File: src/rtl/pcfg_pkg.sv
package pcfg_pkg;
  localparam int unsigned DW_ID     = 0;
  localparam int unsigned DW_CMDSTS = 1;
  localparam int unsigned DW_CLASS  = 2;
  localparam int unsigned DW_HDR    = 3;
  localparam int unsigned DW_BAR    = 4;

  localparam logic [15:0] CMD_WMASK   = 16'h0142;
  localparam logic [15:0] STS_FIXED   = 16'h0200;
  localparam int unsigned N_STICKY    = 3;

  // status bit position of each sticky event: target abort, system error, parity error
  function automatic int unsigned sticky_pos(input int unsigned i);
    case (i)
      0:       return 11;
      1:       return 14;
      default: return 15;
    endcase
  endfunction

  function automatic logic [31:0] lane_mask(input logic [3:0] be);
    logic [31:0] m;
    for (int i = 0; i < 4; i++) m[i*8 +: 8] = {8{be[i]}};
    return m;
  endfunction

  function automatic logic [31:0] merge_lanes(input logic [31:0] old_v,
                                              input logic [31:0] new_v,
                                              input logic [3:0]  be);
    logic [31:0] m;
    m = lane_mask(be);
    return (old_v & ~m) | (new_v & m);
  endfunction

  function automatic logic [31:0] bar_size_mask(input int unsigned size_log2);
    return ~((32'd1 << size_log2) - 32'd1);
  endfunction

  function automatic logic w1c_hit(input logic [31:0] wdata,
                                   input logic [3:0]  be,
                                   input int unsigned dw_bit);
    return be[dw_bit / 8] & wdata[dw_bit];
  endfunction
endpackage

File: src/rtl/pcfg_cmd_reg.sv
module pcfg_cmd_reg
  import pcfg_pkg::*;
(
  input  logic        clk,
  input  logic        rst_n,
  input  logic        wr_hit,
  input  logic [1:0]  be,
  input  logic [15:0] wdata,
  output logic [15:0] cmd
);
  logic [15:0] cmd_q;
  logic [15:0] cmd_nxt;

  always_comb begin
    cmd_nxt = cmd_q;
    if (wr_hit) cmd_nxt = merge_lanes({16'h0, cmd_q}, {16'h0, wdata}, {2'b00, be}) & {16'h0, CMD_WMASK};
  end

  always_ff @(posedge clk) begin
    if (!rst_n) cmd_q <= '0;
    else        cmd_q <= cmd_nxt;
  end

  assign cmd = cmd_q;


  cmd_hold_chk: assert property (@(posedge clk) disable iff (!rst_n)
    !wr_hit |=> $stable(cmd_q));

  cmd_reserved_chk: assert property (@(posedge clk) disable iff (!rst_n)
    wr_hit |=> ((cmd_q & ~CMD_WMASK) == 16'h0));
endmodule

File: src/rtl/pcfg_status_reg.sv
module pcfg_status_reg
  import pcfg_pkg::*;
(
  input  logic                clk,
  input  logic                rst_n,
  input  logic [N_STICKY-1:0] ev,
  input  logic [N_STICKY-1:0] clr,
  output logic [15:0]         sts
);
  logic [N_STICKY-1:0] stk_q;
  logic [15:0]         sts_w;

  for (genvar i = 0; i < N_STICKY; i++) begin : g_stk
    always_ff @(posedge clk) begin
      if (!rst_n)     stk_q[i] <= 1'b0;
      else if (ev[i]) stk_q[i] <= 1'b1;
      else if (clr[i]) stk_q[i] <= 1'b0;
    end


    stk_set_chk: assert property (@(posedge clk) disable iff (!rst_n)
      ev[i] |=> stk_q[i]);

    stk_keep_chk: assert property (@(posedge clk) disable iff (!rst_n)
      (stk_q[i] && !clr[i]) |=> stk_q[i]);
  end

  always_comb begin
    sts_w = STS_FIXED;
    for (int i = 0; i < N_STICKY; i++) sts_w[sticky_pos(i)] = stk_q[i];
  end

  assign sts = sts_w;
endmodule

File: src/rtl/pcfg_bar_reg.sv
module pcfg_bar_reg
  import pcfg_pkg::*;
#(
  parameter int unsigned SIZE_LOG2 = 8
)(
  input  logic        clk,
  input  logic        rst_n,
  input  logic        wr_hit,
  input  logic [3:0]  be,
  input  logic [31:0] wdata,
  output logic [31:0] bar
);
  localparam logic [31:0] SZ_MASK = bar_size_mask(SIZE_LOG2);

  logic [31:0] bar_q;

  always_ff @(posedge clk) begin
    if (!rst_n)      bar_q <= '0;
    else if (wr_hit) bar_q <= merge_lanes(bar_q, wdata, be) & SZ_MASK;
  end

  assign bar = bar_q;


  bar_low_chk: assert property (@(posedge clk) disable iff (!rst_n)
    wr_hit |=> ((bar_q & ~SZ_MASK) == 32'h0));

  bar_lane_chk: assert property (@(posedge clk) disable iff (!rst_n)
    (wr_hit && !be[3]) |=> (bar_q[31:24] == $past(bar_q[31:24])));
endmodule

File: src/rtl/pcfg_hdr.sv
module pcfg_hdr
  import pcfg_pkg::*;
#(
  parameter logic [15:0] VENDOR_ID  = 16'h1B2C,
  parameter logic [15:0] DEVICE_ID  = 16'h5A31,
  parameter logic [7:0]  REV_ID     = 8'h01,
  parameter logic [23:0] CLASS_CODE = 24'h018000,
  parameter int unsigned BAR_LOG2   = 8,
  parameter int unsigned IDX_W      = 6
)(
  input  logic             clk,
  input  logic             rst_n,
  input  logic [IDX_W-1:0] cfg_idx,
  input  logic [3:0]       cfg_be,
  input  logic [31:0]      cfg_wdata,
  input  logic             cfg_wr,
  input  logic             cfg_rd,
  output logic [31:0]      cfg_rdata,
  input  logic             ev_tgt_abort,
  input  logic             ev_sys_err,
  input  logic             ev_parity_err,
  output logic             mem_en,
  output logic             perr_resp,
  output logic             serr_en,
  output logic [31:0]      bar_base
);
  logic [15:0]         cmd_w;
  logic [15:0]         sts_w;
  logic [31:0]         bar_w;
  logic                cmdsts_wr;
  logic                bar_wr;
  logic [N_STICKY-1:0] clr_req;
  logic [N_STICKY-1:0] ev_vec;
  logic [31:0]         rd_mux;
  logic [31:0]         rdata_q;

  assign cmdsts_wr = cfg_wr && (cfg_idx == IDX_W'(DW_CMDSTS));
  assign bar_wr    = cfg_wr && (cfg_idx == IDX_W'(DW_BAR));
  assign ev_vec    = {ev_parity_err, ev_sys_err, ev_tgt_abort};

  for (genvar i = 0; i < N_STICKY; i++) begin : g_clr
    assign clr_req[i] = cmdsts_wr && w1c_hit(cfg_wdata, cfg_be, 16 + sticky_pos(i));
  end

  pcfg_cmd_reg u_cmd (
    .clk(clk), .rst_n(rst_n), .wr_hit(cmdsts_wr),
    .be(cfg_be[1:0]), .wdata(cfg_wdata[15:0]), .cmd(cmd_w)
  );

  pcfg_status_reg u_sts (
    .clk(clk), .rst_n(rst_n), .ev(ev_vec), .clr(clr_req), .sts(sts_w)
  );

  pcfg_bar_reg #(.SIZE_LOG2(BAR_LOG2)) u_bar (
    .clk(clk), .rst_n(rst_n), .wr_hit(bar_wr),
    .be(cfg_be), .wdata(cfg_wdata), .bar(bar_w)
  );

  always_comb begin
    case (cfg_idx)
      IDX_W'(DW_ID):     rd_mux = {DEVICE_ID, VENDOR_ID};
      IDX_W'(DW_CMDSTS): rd_mux = {sts_w, cmd_w};
      IDX_W'(DW_CLASS):  rd_mux = {CLASS_CODE, REV_ID};
      IDX_W'(DW_HDR):    rd_mux = 32'h0;
      IDX_W'(DW_BAR):    rd_mux = bar_w;
      default:           rd_mux = 32'h0;
    endcase
  end

  always_ff @(posedge clk) begin
    if (!rst_n)      rdata_q <= '0;
    else if (cfg_rd) rdata_q <= rd_mux;
  end

  assign cfg_rdata = rdata_q;
  assign mem_en    = cmd_w[1];
  assign perr_resp = cmd_w[6];
  assign serr_en   = cmd_w[8];
  assign bar_base  = bar_w;


  devsel_code_chk: assert property (@(posedge clk) disable iff (!rst_n)
    (cfg_rd && cfg_idx == IDX_W'(DW_CMDSTS)) |=> (cfg_rdata[26:25] == 2'b01));

  unimpl_zero_chk: assert property (@(posedge clk) disable iff (!rst_n)
    (cfg_rd && cfg_idx > IDX_W'(DW_BAR)) |=> (cfg_rdata == 32'h0));

  rdata_hold_chk: assert property (@(posedge clk) disable iff (!rst_n)
    !cfg_rd |=> $stable(cfg_rdata));

  bar_read_low_chk: assert property (@(posedge clk) disable iff (!rst_n)
    (cfg_rd && cfg_idx == IDX_W'(DW_BAR)) |=> (cfg_rdata[7:0] == 8'h0));
endmodule

File: config.mk
export PLATFORM = sky130hd
export DESIGN_NAME = pcfg_hdr
export DESIGN_NICKNAME = d
export VERILOG_FILES = /design/src/rtl/pcfg_pkg.sv /design/src/rtl/pcfg_cmd_reg.sv /design/src/rtl/pcfg_status_reg.sv /design/src/rtl/pcfg_bar_reg.sv /design/src/rtl/pcfg_hdr.sv
export SDC_FILE = /design/constraint.sdc
export NUM_CORES = 1
export LEC_CHECK = 0
export ABC_CLOCK_PERIOD_IN_PS = 4000
export BUFFER_PORTS_ARGS = -buffer_cell sky130_fd_sc_hd__clkbuf_2
export CORE_MARGIN = 4
export CORE_UTILIZATION = 40
export CTS_CLUSTER_SIZE = 20
export DETAILED_ROUTE_END_ITERATION = 12
export PLACE_DENSITY = 0.75
export SLEW_MARGIN = 25
export SYNTH_ARGS = -nofsm -noshare
export SYNTH_HDL_FRONTEND = slang
export SYNTH_SLANG_ARGS = --single-unit
File: constraint.sdc
create_clock -name clk -period 4 [get_ports clk]
set_input_delay 0.6 -clock clk [delete_from_list [all_inputs] [get_ports clk]]
set_output_delay 0.6 -clock clk [all_outputs]
set_load 0.05 [all_outputs]
==> flow_metrics.env <==
export IMPL_status="complete, no violations"
export IMPL_drive_gt1_frac=0.311
export IMPL_holdCritStartpoint="cfg_wdata[31]"
export IMPL_slew_limit_headroom=0.473
export IMPL_ys_seq_area_frac=0.438
export IMPL_die_w_um=89.4
export IMPL_boundaryPins=116
export IMPL_vias=2332
export IMPL_p_leak_nw=1.41
export IMPL_clkTransAtPathRegs_ns=0.07
export IMPL_r2r_start="u_sts.sts[11]"
export IMPL_viasPerCell=5.00
export IMPL_antenna_found_initial=0
export IMPL_synthAdderAreaFrac=0.00377
export IMPL_cap_violations=0
export IMPL_synth_common_cells="dfxtp_1, nand2_1, mux2i_1, clkbuf_1, nand2b_1"
export IMPL_end_kind="flop"
export IMPL_syn_area_um2=2650
export IMPL_globalRouteOverflowTotal=0
export IMPL_synth_edf_count=0
export IMPL_period_needed_ns=2.36
export IMPL_power_density_nw_per_um2=417
export IMPL_fin_nets=433
export IMPL_cp_data_arrival_time_ns=2.62
export IMPL_pwr_share_clk=0.511
export IMPL_p_sw_frac=0.228
export IMPL_setup_tns_ns=0
export IMPL_cts_made_buffers=9
export IMPL_hold_viol_final=0
export IMPL_final_cells=466
export IMPL_grt_start_max_net_pins=43
export IMPL_hp_class="in2reg"
export IMPL_netlist_instances=298
export IMPL_grt_pass1_vias=2295
export IMPL_worst_pin_slew_ns=0.785
export IMPL_worst_setup_path_type="in2reg"
export IMPL_reg2reg_to="cfg_rdata[27]"
export IMPL_die_h_um=89.4
export IMPL_grt_use_total=0.179
export IMPL_rows=29
export IMPL_muxShareOfSynthArea=0.0981
export IMPL_diodes=0
export IMPL_period_share=0.590
export IMPL_min_to="u_sts.sts[15]"
export IMPL_switchingPower_mw=0.323
export IMPL_synth_top_family_by_area="simple AND/OR/NAND/NOR gates"
export IMPL_internal_power_mw=1.09
export IMPL_worst_ep_required_time_ns=4.26
export IMPL_io_buffers=99
export IMPL_setup_viol=0
export IMPL_setup_ws_ns=1.64
export IMPL_ant_nets=0
export IMPL_hold_path_depth=2
export IMPL_place_ws_ns=1.30
export IMPL_die_area_um2=8000
export IMPL_post_dp_hpwl_um=4970
export IMPL_peakVddDrop_uv=234
export IMPL_worstSetupStartpointType="input port"
export IMPL_synth_compound_area_frac=0.139
export IMPL_htree_levels=3
export IMPL_ys_types=36
export IMPL_drc=0
export IMPL_drt_initial_drc_count=101
export IMPL_r2r_cells=3
export IMPL_cts_setup_buffers=0
export IMPL_initial_utilization=0.415
export IMPL_ys_flop_type="dfxtp_1"
export IMPL_seqPwrFrac=0.413
export IMPL_r2r_setup_slack_ns=2.94
export IMPL_grt_pass1_wl_um=10800
export IMPL_skew_ns=0.00490
export IMPL_dp_cells=450
export IMPL_comb_power_share=0.076
export IMPL_yosys_area_share_simple=0.236
export IMPL_synth_top_area_share=0.438
export IMPL_worst_skew_pair_late_latency_ns=0.33
export IMPL_ctsResizeCount=0
export IMPL_rsz0062_at_grt="false"
export IMPL_fp_coreArea_um2=6390
export IMPL_clockRootBuffer="clkbuf_8"
export IMPL_cts_hold_fix_buffers=0
export IMPL_cp_max_fo=17
export IMPL_cts_sinks=58
export IMPL_slew_violations=0
export IMPL_synthTopCellsByArea="dfxtp_1, mux2i_1, nand2_1, nand2b_1, a21boi_0"
export IMPL_gp_congestion=0.791
export IMPL_wl_um=6860
export IMPL_synth_xor_area_share=0
export IMPL_yosys_area_top_type="dfxtp_1"
export IMPL_firstDrtPassIters=4
export IMPL_syn_avg_cell_area_um2=8.90
export IMPL_cts_tree="yes"
export IMPL_maxClockFrequency_ghz=0.424
export IMPL_ys_seq_elements=58
export IMPL_cts_max_path_buffers=2
export IMPL_synthArstFlopShare=0
export IMPL_wire_per_inst_um=14.7
export IMPL_syn_to_final_growth_pct=27.7
export IMPL_yosys_warnings=0
-- worst max-delay path by stage --
| stage | from | endpoint | slack, ns | depth (start not counted) |
|---|---|---|---|---|
| floorplan | cfg_idx[1] | flop | 2.00 | 5 |
| global placement | cfg_idx[1] | flop | 1.34 | 4 |
| detailed placement | cfg_idx[1] | flop | 1.30 | 4 |
| CTS | cfg_idx[1] | flop | 1.65 | 4 |
| global route | cfg_idx[1] | flop | 1.53 | 4 |
| finish | cfg_idx[1] | flop | 1.64 | 4 |
-- placed cells by master, fill, tap and decap left out, types with 3 or more instances in the layout --
cell / Yosys / layout
clkbuf_2: 0 / 99
nand2_1: 58 / 58
dfxtp_1: 58 / 58
mux2i_1: 26 / 26
nand2b_1: 19 / 19
nor2b_1: 13 / 13
a21boi_0: 13 / 13
nand4_1: 12 / 12
inv_1: 10 / 10
conb_1: 1 / 10
clkbuf_8: 0 / 9
a211oi_1: 8 / 8
a22o_1: 7 / 7
o21a_1: 5 / 5
o21ai_0: 4 / 4
nor3_1: 4 / 4
bufinv_16: 0 / 4
a2111oi_0: 3 / 3
nor3_4: 3 / 3
a31oi_1: 3 / 3
-- cells by family (layout without fill, tap and decap cells) --
family          count (synthesis)  after routing
simple gates                  118            118
flops                          58             58
compound gates                 49             49
buf+inv                        45            127
mux                            26             26
fa+ha+maj                       1              1
other cells                     1             10
-- per-stage QoR --
stage | util | area, um^2 | hold slack, ns | power, mW
6_report | 0.531 | 3390 | 0.471 | 1.41
5_1_grt | 0.531 | 3390 | 0.473 | 1.46
4_1_cts | 0.531 | 3390 | 0.454 | 1.42
3_5_place_dp | 0.489 | 3120 | 0.466 | 0.704
3_3_place_gp | 0.488 | 3110 | 0.459 | 0.702
2_1_floorplan | - | 2690 | 0.515 | 0.678
-- per-layer routing --
metal,part of all wire,track usage,vias up
met2,0.46,0.287,86
met1,0.42,0.214,1054
met3,0.087,0.0581,16
met4,0.027,0.0920,0
li1,-,-,1176
met5,0,0,-
-- power groups by stage --
stage / clock (mW) / sequential, mW / combinational, mW
global route: 0.762 / 0.583 / 0.120
detailed placement: 0 / 0.596 / 0.108
floorplan: 0 / 0.601 / 0.0767
CTS: 0.734 / 0.583 / 0.108
finish: 0.721 / 0.583 / 0.108
global placement: 0 / 0.596 / 0.106
-- cell type report --
cell class | instances | area (um^2)
sequential | 58 | 1160
multi-input combinational | 204 | 1320
fill | 593 | 3000
timing repair buffer | 101 | 510
clock buffer | 9 | 124
tap | 77 | 96.3
clock inverter | 7 | 141
inverter | 10 | 37.5
-- critical path: stages --
cell and delay (ns):
clkbuf_2 0.16, or4_1 0.92, nor3_4 0.68, mux2i_1 0.26
(Power assumes the default switching activity.)
